<file path="config.mk">
export PLATFORM = sky130hd
export DESIGN_NAME = jtag_bscan_ctrl
export DESIGN_NICKNAME = d
export VERILOG_FILES = /design/src/rtl/jtag_bscan_pkg.sv /design/src/rtl/jtag_tap_fsm.sv /design/src/rtl/jtag_ir_dec.sv /design/src/rtl/jtag_bsr.sv /design/src/rtl/jtag_bscan_ctrl.sv
export SDC_FILE = /design/constraint.sdc
export NUM_CORES = 1
export LEC_CHECK = 0
export BUFFER_PORTS_ARGS = -buffer_cell sky130_fd_sc_hd__buf_4
export CAP_MARGIN = 30
export CELL_PAD_IN_SITES_DETAIL_PLACEMENT = 0
export CELL_PAD_IN_SITES_GLOBAL_PLACEMENT = 1
export CORE_MARGIN = 8
export CORE_UTILIZATION = 45
export DETAILED_ROUTE_END_ITERATION = 12
export GPL_ROUTABILITY_DRIVEN = 0
export PLACE_DENSITY = 0.8
export SYNTH_ARGS = -nofsm -noshare
export SYNTH_HDL_FRONTEND = slang
export SYNTH_SLANG_ARGS = --single-unit
</file>
<file path="constraint.sdc">
create_clock -name tck_i -period 4.63 [get_ports tck_i]
set_input_delay 0 -clock tck_i [delete_from_list [all_inputs] [get_ports tck_i]]
set_output_delay 0 -clock tck_i [all_outputs]
set_load 0.02 [all_outputs]
</file>
<file path="src/rtl/jtag_bscan_pkg.sv">
package jtag_bscan_pkg;
  localparam int unsigned IR_W = 4;

  typedef enum logic [3:0] {
    TLR, RTI, SEL_DR, CAP_DR, SH_DR, EX1_DR, PAU_DR, EX2_DR, UPD_DR,
    SEL_IR, CAP_IR, SH_IR, EX1_IR, PAU_IR, EX2_IR, UPD_IR
  } tap_state_e;

  localparam logic [IR_W-1:0] OP_EXTEST  = 4'b0000;
  localparam logic [IR_W-1:0] OP_SAMPLE  = 4'b0001;
  localparam logic [IR_W-1:0] OP_IDCODE  = 4'b0011;
  localparam logic [IR_W-1:0] OP_CLAMP   = 4'b0100;
  localparam logic [IR_W-1:0] OP_HIGHZ   = 4'b0101;
  localparam logic [IR_W-1:0] OP_DEBUG   = 4'b0111;
  localparam logic [IR_W-1:0] OP_BYPASS  = 4'b1111;
  localparam logic [IR_W-1:0] IR_CAPTURE = 4'b0001;
endpackage

</file>
<file path="src/rtl/jtag_tap_fsm.sv">
module jtag_tap_fsm
  import jtag_bscan_pkg::*;
(
  input  logic       tck_i,
  input  logic       rst_ni,
  input  logic       tms_i,
  output tap_state_e state_o
);
  tap_state_e state_q, state_d;

  always_comb begin
    unique case (state_q)
      TLR:     state_d = tms_i ? TLR    : RTI;
      RTI:     state_d = tms_i ? SEL_DR : RTI;
      SEL_DR:  state_d = tms_i ? SEL_IR : CAP_DR;
      CAP_DR:  state_d = tms_i ? EX1_DR : SH_DR;
      SH_DR:   state_d = tms_i ? EX1_DR : SH_DR;
      EX1_DR:  state_d = tms_i ? UPD_DR : PAU_DR;
      PAU_DR:  state_d = tms_i ? EX2_DR : PAU_DR;
      EX2_DR:  state_d = tms_i ? UPD_DR : SH_DR;
      UPD_DR:  state_d = tms_i ? SEL_DR : RTI;
      SEL_IR:  state_d = tms_i ? TLR    : CAP_IR;
      CAP_IR:  state_d = tms_i ? EX1_IR : SH_IR;
      SH_IR:   state_d = tms_i ? EX1_IR : SH_IR;
      EX1_IR:  state_d = tms_i ? UPD_IR : PAU_IR;
      PAU_IR:  state_d = tms_i ? EX2_IR : PAU_IR;
      EX2_IR:  state_d = tms_i ? UPD_IR : SH_IR;
      UPD_IR:  state_d = tms_i ? SEL_DR : RTI;
      default: state_d = TLR;
    endcase
  end

  always_ff @(posedge tck_i or negedge rst_ni) begin
    if (!rst_ni) state_q <= TLR;
    else         state_q <= state_d;
  end

  assign state_o = state_q;

  // consecutive TMS-high edges, for the reset-escape check
  logic [2:0] hi_cnt_q;
  always_ff @(posedge tck_i or negedge rst_ni) begin
    if (!rst_ni)          hi_cnt_q <= '0;
    else if (!tms_i)      hi_cnt_q <= '0;
    else if (hi_cnt_q < 3'd5) hi_cnt_q <= hi_cnt_q + 3'd1;
  end

  p_tms_escape_r2: assert property (@(posedge tck_i) disable iff (!rst_ni)
    (hi_cnt_q == 3'd5) |-> (state_q == TLR));
endmodule

</file>
<file path="src/rtl/jtag_ir_dec.sv">
module jtag_ir_dec
  import jtag_bscan_pkg::*;
(
  input  logic       tck_i,
  input  logic       rst_ni,
  input  tap_state_e state_i,
  input  logic       tdi_i,
  output logic       ir_tdo_o,
  output logic       sel_byp_o,
  output logic       sel_id_o,
  output logic       sel_bsr_o,
  output logic       sel_dbg_o,
  output logic       pin_drive_o,
  output logic       pin_hiz_o
);
  logic [IR_W-1:0] sr_q, ir_q;

  always_ff @(posedge tck_i or negedge rst_ni) begin
    if (!rst_ni)                sr_q <= '0;
    else if (state_i == CAP_IR) sr_q <= IR_CAPTURE;
    else if (state_i == SH_IR)  sr_q <= {tdi_i, sr_q[IR_W-1:1]};
  end

  // instruction changes on the falling edge spent in Update-IR / TLR
  always_ff @(negedge tck_i or negedge rst_ni) begin
    if (!rst_ni)                ir_q <= OP_IDCODE;
    else if (state_i == TLR)    ir_q <= OP_IDCODE;
    else if (state_i == UPD_IR) ir_q <= sr_q;
  end

  assign ir_tdo_o = sr_q[0];

  always_comb begin
    sel_byp_o = 1'b0; sel_id_o = 1'b0; sel_bsr_o = 1'b0; sel_dbg_o = 1'b0;
    pin_drive_o = 1'b0; pin_hiz_o = 1'b0;
    unique case (ir_q)
      OP_EXTEST: begin sel_bsr_o = 1'b1; pin_drive_o = 1'b1; end
      OP_SAMPLE: sel_bsr_o = 1'b1;
      OP_IDCODE: sel_id_o  = 1'b1;
      OP_CLAMP:  begin sel_byp_o = 1'b1; pin_drive_o = 1'b1; end
      OP_HIGHZ:  begin sel_byp_o = 1'b1; pin_hiz_o = 1'b1; end
      OP_DEBUG:  sel_dbg_o = 1'b1;
      default:   sel_byp_o = 1'b1;
    endcase
  end

  p_tlr_idcode_r1: assert property (@(posedge tck_i) disable iff (!rst_ni)
    (state_i == TLR) |-> (ir_q == OP_IDCODE));
  p_sel_onehot_r3: assert property (@(posedge tck_i) disable iff (!rst_ni)
    $countones({sel_byp_o, sel_id_o, sel_bsr_o, sel_dbg_o}) == 1);
endmodule

</file>
<file path="src/rtl/jtag_bsr.sv">
module jtag_bsr
  import jtag_bscan_pkg::*;
#(
  parameter int unsigned NUM_PINS = 4
) (
  input  logic                tck_i,
  input  logic                rst_ni,
  input  tap_state_e          state_i,
  input  logic                sel_i,
  input  logic                tdi_i,
  input  logic [NUM_PINS-1:0] pad_in_i,
  input  logic [NUM_PINS-1:0] core_out_i,
  input  logic [NUM_PINS-1:0] core_oe_i,
  output logic                sr_tdo_o,
  output logic [NUM_PINS-1:0] upd_out_o,
  output logic [NUM_PINS-1:0] upd_oe_o
);
  localparam int unsigned CELLS = 3;
  localparam int unsigned W     = CELLS * NUM_PINS;

  logic [W-1:0] cap, sr_q, upd_q;

  for (genvar k = 0; k < NUM_PINS; k++) begin : g_pin
    assign cap[CELLS*k]     = pad_in_i[k];
    assign cap[CELLS*k + 1] = core_out_i[k];
    assign cap[CELLS*k + 2] = core_oe_i[k];
    assign upd_out_o[k]     = upd_q[CELLS*k + 1];
    assign upd_oe_o[k]      = upd_q[CELLS*k + 2];
  end

  always_ff @(posedge tck_i or negedge rst_ni) begin
    if (!rst_ni)                         sr_q <= '0;
    else if (sel_i && state_i == CAP_DR) sr_q <= cap;
    else if (sel_i && state_i == SH_DR)  sr_q <= {tdi_i, sr_q[W-1:1]};
  end

  always_ff @(negedge tck_i or negedge rst_ni) begin
    if (!rst_ni)                         upd_q <= '0;
    else if (sel_i && state_i == UPD_DR) upd_q <= sr_q;
  end

  assign sr_tdo_o = sr_q[0];
endmodule

</file>
<file path="src/rtl/jtag_bscan_ctrl.sv">
module jtag_bscan_ctrl
  import jtag_bscan_pkg::*;
#(
  parameter int unsigned NUM_PINS   = 4,
  parameter logic [3:0]  ID_VERSION = 4'h1,
  parameter logic [15:0] ID_PART    = 16'hB5A3,
  parameter logic [10:0] ID_MFR     = 11'h0AB
) (
  input  logic                tck_i,
  input  logic                rst_ni,
  input  logic                tms_i,
  input  logic                tdi_i,
  output logic                tdo_o,
  output logic                tdo_oe_o,
  input  logic                jtag_en_i,
  input  logic                jtag_dis_i,
  input  logic [NUM_PINS-1:0] core_out_i,
  input  logic [NUM_PINS-1:0] core_oe_i,
  input  logic [NUM_PINS-1:0] pad_in_i,
  output logic [NUM_PINS-1:0] pad_out_o,
  output logic [NUM_PINS-1:0] pad_oe_o,
  output logic                dbg_sel_o,
  output logic                dbg_capture_o,
  output logic                dbg_shift_o,
  output logic                dbg_update_o,
  input  logic                dbg_tdo_i
);
  localparam int unsigned ID_W = 32;
  localparam logic [ID_W-1:0] ID_WORD = {ID_VERSION, ID_PART, ID_MFR, 1'b1};

  logic       tap_rst_n;
  tap_state_e state;
  logic       ir_tdo, bsr_tdo;
  logic       sel_byp, sel_id, sel_bsr, sel_dbg, pin_drive, pin_hiz;
  logic [NUM_PINS-1:0] upd_out, upd_oe;

  // both enables fold into the TAP reset
  assign tap_rst_n = rst_ni & jtag_en_i & ~jtag_dis_i;

  jtag_tap_fsm u_fsm (
    .tck_i, .rst_ni(tap_rst_n), .tms_i, .state_o(state)
  );

  jtag_ir_dec u_ir (
    .tck_i, .rst_ni(tap_rst_n), .state_i(state), .tdi_i,
    .ir_tdo_o(ir_tdo), .sel_byp_o(sel_byp), .sel_id_o(sel_id),
    .sel_bsr_o(sel_bsr), .sel_dbg_o(sel_dbg),
    .pin_drive_o(pin_drive), .pin_hiz_o(pin_hiz)
  );

  jtag_bsr #(.NUM_PINS(NUM_PINS)) u_bsr (
    .tck_i, .rst_ni(tap_rst_n), .state_i(state), .sel_i(sel_bsr), .tdi_i,
    .pad_in_i, .core_out_i, .core_oe_i,
    .sr_tdo_o(bsr_tdo), .upd_out_o(upd_out), .upd_oe_o(upd_oe)
  );

  logic            byp_q;
  logic [ID_W-1:0] id_q;

  always_ff @(posedge tck_i or negedge tap_rst_n) begin
    if (!tap_rst_n)                        byp_q <= 1'b0;
    else if (sel_byp && state == CAP_DR)   byp_q <= 1'b0;
    else if (sel_byp && state == SH_DR)    byp_q <= tdi_i;
  end

  always_ff @(posedge tck_i or negedge tap_rst_n) begin
    if (!tap_rst_n)                        id_q <= '0;
    else if (sel_id && state == CAP_DR)    id_q <= ID_WORD;
    else if (sel_id && state == SH_DR)     id_q <= {tdi_i, id_q[ID_W-1:1]};
  end

  logic dr_tdo;
  always_comb begin
    if (sel_bsr)     dr_tdo = bsr_tdo;
    else if (sel_id) dr_tdo = id_q[0];
    else if (sel_dbg) dr_tdo = dbg_tdo_i;
    else             dr_tdo = byp_q;
  end

  logic tdo_q, tdo_oe_q;
  always_ff @(negedge tck_i or negedge tap_rst_n) begin
    if (!tap_rst_n) begin
      tdo_q    <= 1'b0;
      tdo_oe_q <= 1'b0;
    end else begin
      tdo_oe_q <= (state == SH_IR) || (state == SH_DR);
      if (state == SH_IR)      tdo_q <= ir_tdo;
      else if (state == SH_DR) tdo_q <= dr_tdo;
    end
  end

  assign tdo_o    = tdo_q;
  assign tdo_oe_o = tdo_oe_q;

  always_comb begin
    if (pin_hiz) begin
      pad_out_o = core_out_i;
      pad_oe_o  = '0;
    end else if (pin_drive) begin
      pad_out_o = upd_out;
      pad_oe_o  = upd_oe;
    end else begin
      pad_out_o = core_out_i;
      pad_oe_o  = core_oe_i;
    end
  end

  assign dbg_sel_o     = sel_dbg;
  assign dbg_capture_o = sel_dbg && (state == CAP_DR);
  assign dbg_shift_o   = sel_dbg && (state == SH_DR);
  assign dbg_update_o  = sel_dbg && (state == UPD_DR);

  p_tdo_oe_r11: assert property (@(posedge tck_i) disable iff (!tap_rst_n)
    tdo_oe_o == ((state == SH_IR) || (state == SH_DR)));
  p_bypass_zero_r4: assert property (@(posedge tck_i) disable iff (!tap_rst_n)
    (sel_byp && state == CAP_DR) |=> (byp_q == 1'b0));
  p_drive_hold_r6: assert property (@(posedge tck_i) disable iff (!tap_rst_n)
    (pin_drive && !(state inside {UPD_DR, UPD_IR, TLR})) |-> $stable(upd_out));
endmodule

</file>
==> results.py <==
metrics = {
    "power": {
        "ir_drop_mv": 0.253,
        "clockPowerShare_pct": 23.3,
        "switching_share_pct": 36.0,
        "intPower_mw": 1.55,
        "p_seq_share_pct": 39.7,
        "p_leak_nw": 1.82,
        "power.switching_mw": 0.874,
        "p_comb_share_pct": 37.0,
        "power_mw": 2.43,
        "power.density_nw_per_um2": 616,
    },
    "cells_and_area": {
        "nFillCells": 593,
        "drive_above_1_share_pct": 19.7,
        "layout.nets": 409,
        "design_area_um2": 3940,
        "num_antenna_cells": 0,
        "seq_area_um2": 1680,
        "final_util_pct": 58.0,
        "final_common_cell": "dfrtp_1",
        "mostFrequentLayoutCells": "dfrtp_1 (53), nor2_1 (47), buf_4 (42)",
        "multi_input_area_um2": 1340,
        "area_growth_pct": 24.2,
    },
    "timing": {
        "worst_slack_ns": 0.366,
        "tightest_slew_ns": 0.643,
        "tns_ns": 0,
        "timing.final.max_slew_violations": 0,
        "fin_skew_ns": 0.0501,
        "relSlewSlack_pct": 56.6,
        "finalSetupViolations": 0,
        "hold_viol_final": 0,
        "rsz0062_at_grt": "false",
    },
    "synthesis": {
        "yosys.area_share.xor_xnor_pct": 0.276,
        "syn_area_per_cell_um2": 9.14,
        "synth_top_area_share_pct": 41.8,
        "synthSimpleGateAreaFrac_pct": 18.8,
        "yosys_warnings": 0,
        "syn_area_um2": 3170,
        "async_flop_share_pct": 100,
        "synth_top_family_by_area": "simple AND/OR/NAND/NOR gates",
        "synth_ff_type": "dfrtp_1",
        "syn_nets": 366,
        "synth_cell_types": 41,
        "netlist_instances": 347,
        "ys_ff_latch": 67,
        "synth_edf_count": 0,
        "synth-compound-area-share_pct": 17.3,
        "synth_top_cell_by_area": "dfrtp_1",
        "synthAdderAreaFrac_pct": 0,
        "synth.area.mux_share_pct": 4.97,
        "synth_area_leaders": "dfrtp_1 (42%), dfrtn_1 (9.5%), nor2_1 (5.7%)",
        "synth.yosys.seq_area_share_pct": 53.0,
    },
    "place": {
        "place_hpwl_mm": 4.34,
        "preCtsSetupSlack_ns": 0.551,
        "placed_area_um2": 3540,
        "io_buffer_count": 32,
    },
    "setup_path": {
        "startpoint_type": "flop",
        "cp.required_ns": 4.63,
        "ff2ff_setup_slack_ns": 0.52,
        "timing.rr.start": "u_ir.ir_q[1]$_DFFE_NN1P_",
        "worstSetupEndpointType": "output pin",
        "rr_endpoint": "id_q[30]$_DFFE_PN0P_",
        "ff2ff_path_depth": 5,
        "critPathArrivalTime_ns": 4.26,
        "critPathMaxFanout": 8,
        "path_class": "reg -> out",
    },
    "die": {
        "die_width_um": 99.9,
        "rows": 30,
        "core_um2": 6790,
        "start_util_pct": 46.7,
        "dieArea_um2": 9990,
        "die_y_um": 99.9,
        "ioPinCount": 33,
    },
    "clocking": {
        "numCtsBuffers": 9,
        "numClockSinks": 67,
        "h-tree-depth": 3,
        "clk_latency_ns": 0.37,
        "clkSlewWorstSetupHoldPaths_ns": 0.07,
        "clock_path_buffers": 2,
        "cts_tree": "done",
        "cts_resized": 0,
        "cts-root-buf": "clkbuf_8",
    },
    "routing": {
        "post_drt_wl_per_cell_um": 13.8,
        "drc": 0,
        "drt-total-wl_mm": 6.78,
        "ant_nets": 0,
        "drt_iter0_markers": 116,
        "via_count": 2531,
        "vias_per_cell": 5.15,
        "drt_pass1_iterations": 4,
    },
    "global_routing": {
        "grt_overflow": 0,
        "grt_pass1_vias": 2472,
        "grt_usage_pct": 14.8,
        "antenna_found_initial": 0,
        "grt_start_max_net_pins": 59,
        "grt_pass1_wl_mm": 11.9,
    },
    "status": {
        "status": "complete, no violations",
    },
    "min_path": {
        "hold_class": "in -> async",
    },
    "flow_run": {
        "maxCapViolCount": 0,
    },
}
metal layers:
metal  vias up  wire length, um  GRT usage [%]
li1       1281                -              -
met1      1208             3310           19.3
met2        38             3080           22.5
met3         4              342           3.67
met4         0               50           6.87
met5         -                0              0
how the worst max path moves through the flow:
stage	startpoint	to	slack [ns]	cells after the start
detailed placement	u_ir.ir_q[1]$_DFFE_NN1P_	id_q[30]$_DFFE_PN0P_	0.55	5
global placement	u_ir.ir_q[1]$_DFFE_NN1P_	id_q[8]$_DFFE_PN0P_	0.57	5
global route	u_ir.ir_q[0]$_DFFE_NN1P_	pad_oe_o[3]	0.26	4
floorplan	rst_ni	tdo_o$_DFFE_NN0P_	0.12	2
CTS	u_ir.ir_q[0]$_DFFE_NN1P_	pad_oe_o[3]	0.37	4
finish	u_ir.ir_q[0]$_DFFE_NN1P_	pad_oe_o[3]	0.37	4
flip-flops by register name, summed over array words and instances (netlist names):
signal         flops
u_ir.sr_q          4
byp_q              1
u_fsm.state_o      4
id_q              32
u_bsr.upd_q        8
tdo_oe_o           1
u_bsr.sr_q        12
u_ir.ir_q          4
tdo_o              1
power by group through the flow:
stage          combinational, mW  clock (mW)  sequential, mW
3_3_place_gp               0.871     0.00406           0.970
4_1_cts                    0.908       0.579           0.963
2_1_floorplan              0.687     0.00406           0.946
5_1_grt                     1.03       0.600           0.997
6_report                   0.897       0.565           0.964
3_5_place_dp               0.896     0.00406           0.973
layout make-up:
| cell class | instances | share of cell area (%) |
|---|---|---|
| timing repair buffer | 59 | 12.6 |
| inverter | 17 | 1.62 |
| clock buffer | 11 | 3.84 |
| tap | 96 | 3.05 |
| multi-input combinational | 234 | 33.9 |
| clock inverter | 7 | 2.35 |
| sequential | 67 | 42.6 |
critical path, stage by stage (launching register included):
cell and delay (ns):
dfstp_2 0.59, inv_1 0.06, o21ai_0 0.53, a22o_1 0.25, buf_4 0.15
kinds of logic after synthesis:
group / Yosys count
DFF: 67
buffers and inverters: 46
xor gates and xnor gates: 1
and+or+nand+nor: 131
AOI/OAI and AO/OA: 88
muxes: 14
timing repair:
action | CTS | global route
endpoints found under the hold margin | 42 | 0
buffers inserted | 0 | 0
endpoints found under the setup margin | 0 | 0
hold buffers | 16 | 0
synth_stat cells, types with 2 or more instances:
library cell,n
dfstp_2,2
nand2_1,38
buf_2,5
o211ai_1,2
o21ai_0,24
buf_1,2
mux2_2,13
a21oi_1,22
dfrtp_1,53
nor2_1,48
nor4bb_1,2
nand2b_1,5
nor3_1,2
dfrtn_1,12
a22o_1,4
inv_1,18
a31oi_1,21
nand3b_1,2
and3_1,2
or3_1,4
o22ai_1,4
nor2b_1,7
clkbuf_1,21
nand3_1,17
stage by stage:
stage          hold slack [ns]  cells
2_1_floorplan            0.145    347
3_3_place_gp             0.246    458
3_5_place_dp             0.252    458
4_1_cts                  0.442    491
5_1_grt                  0.461    491
6_report                 0.432    491
No activity file was read; power rests on OpenSTA's default activity.
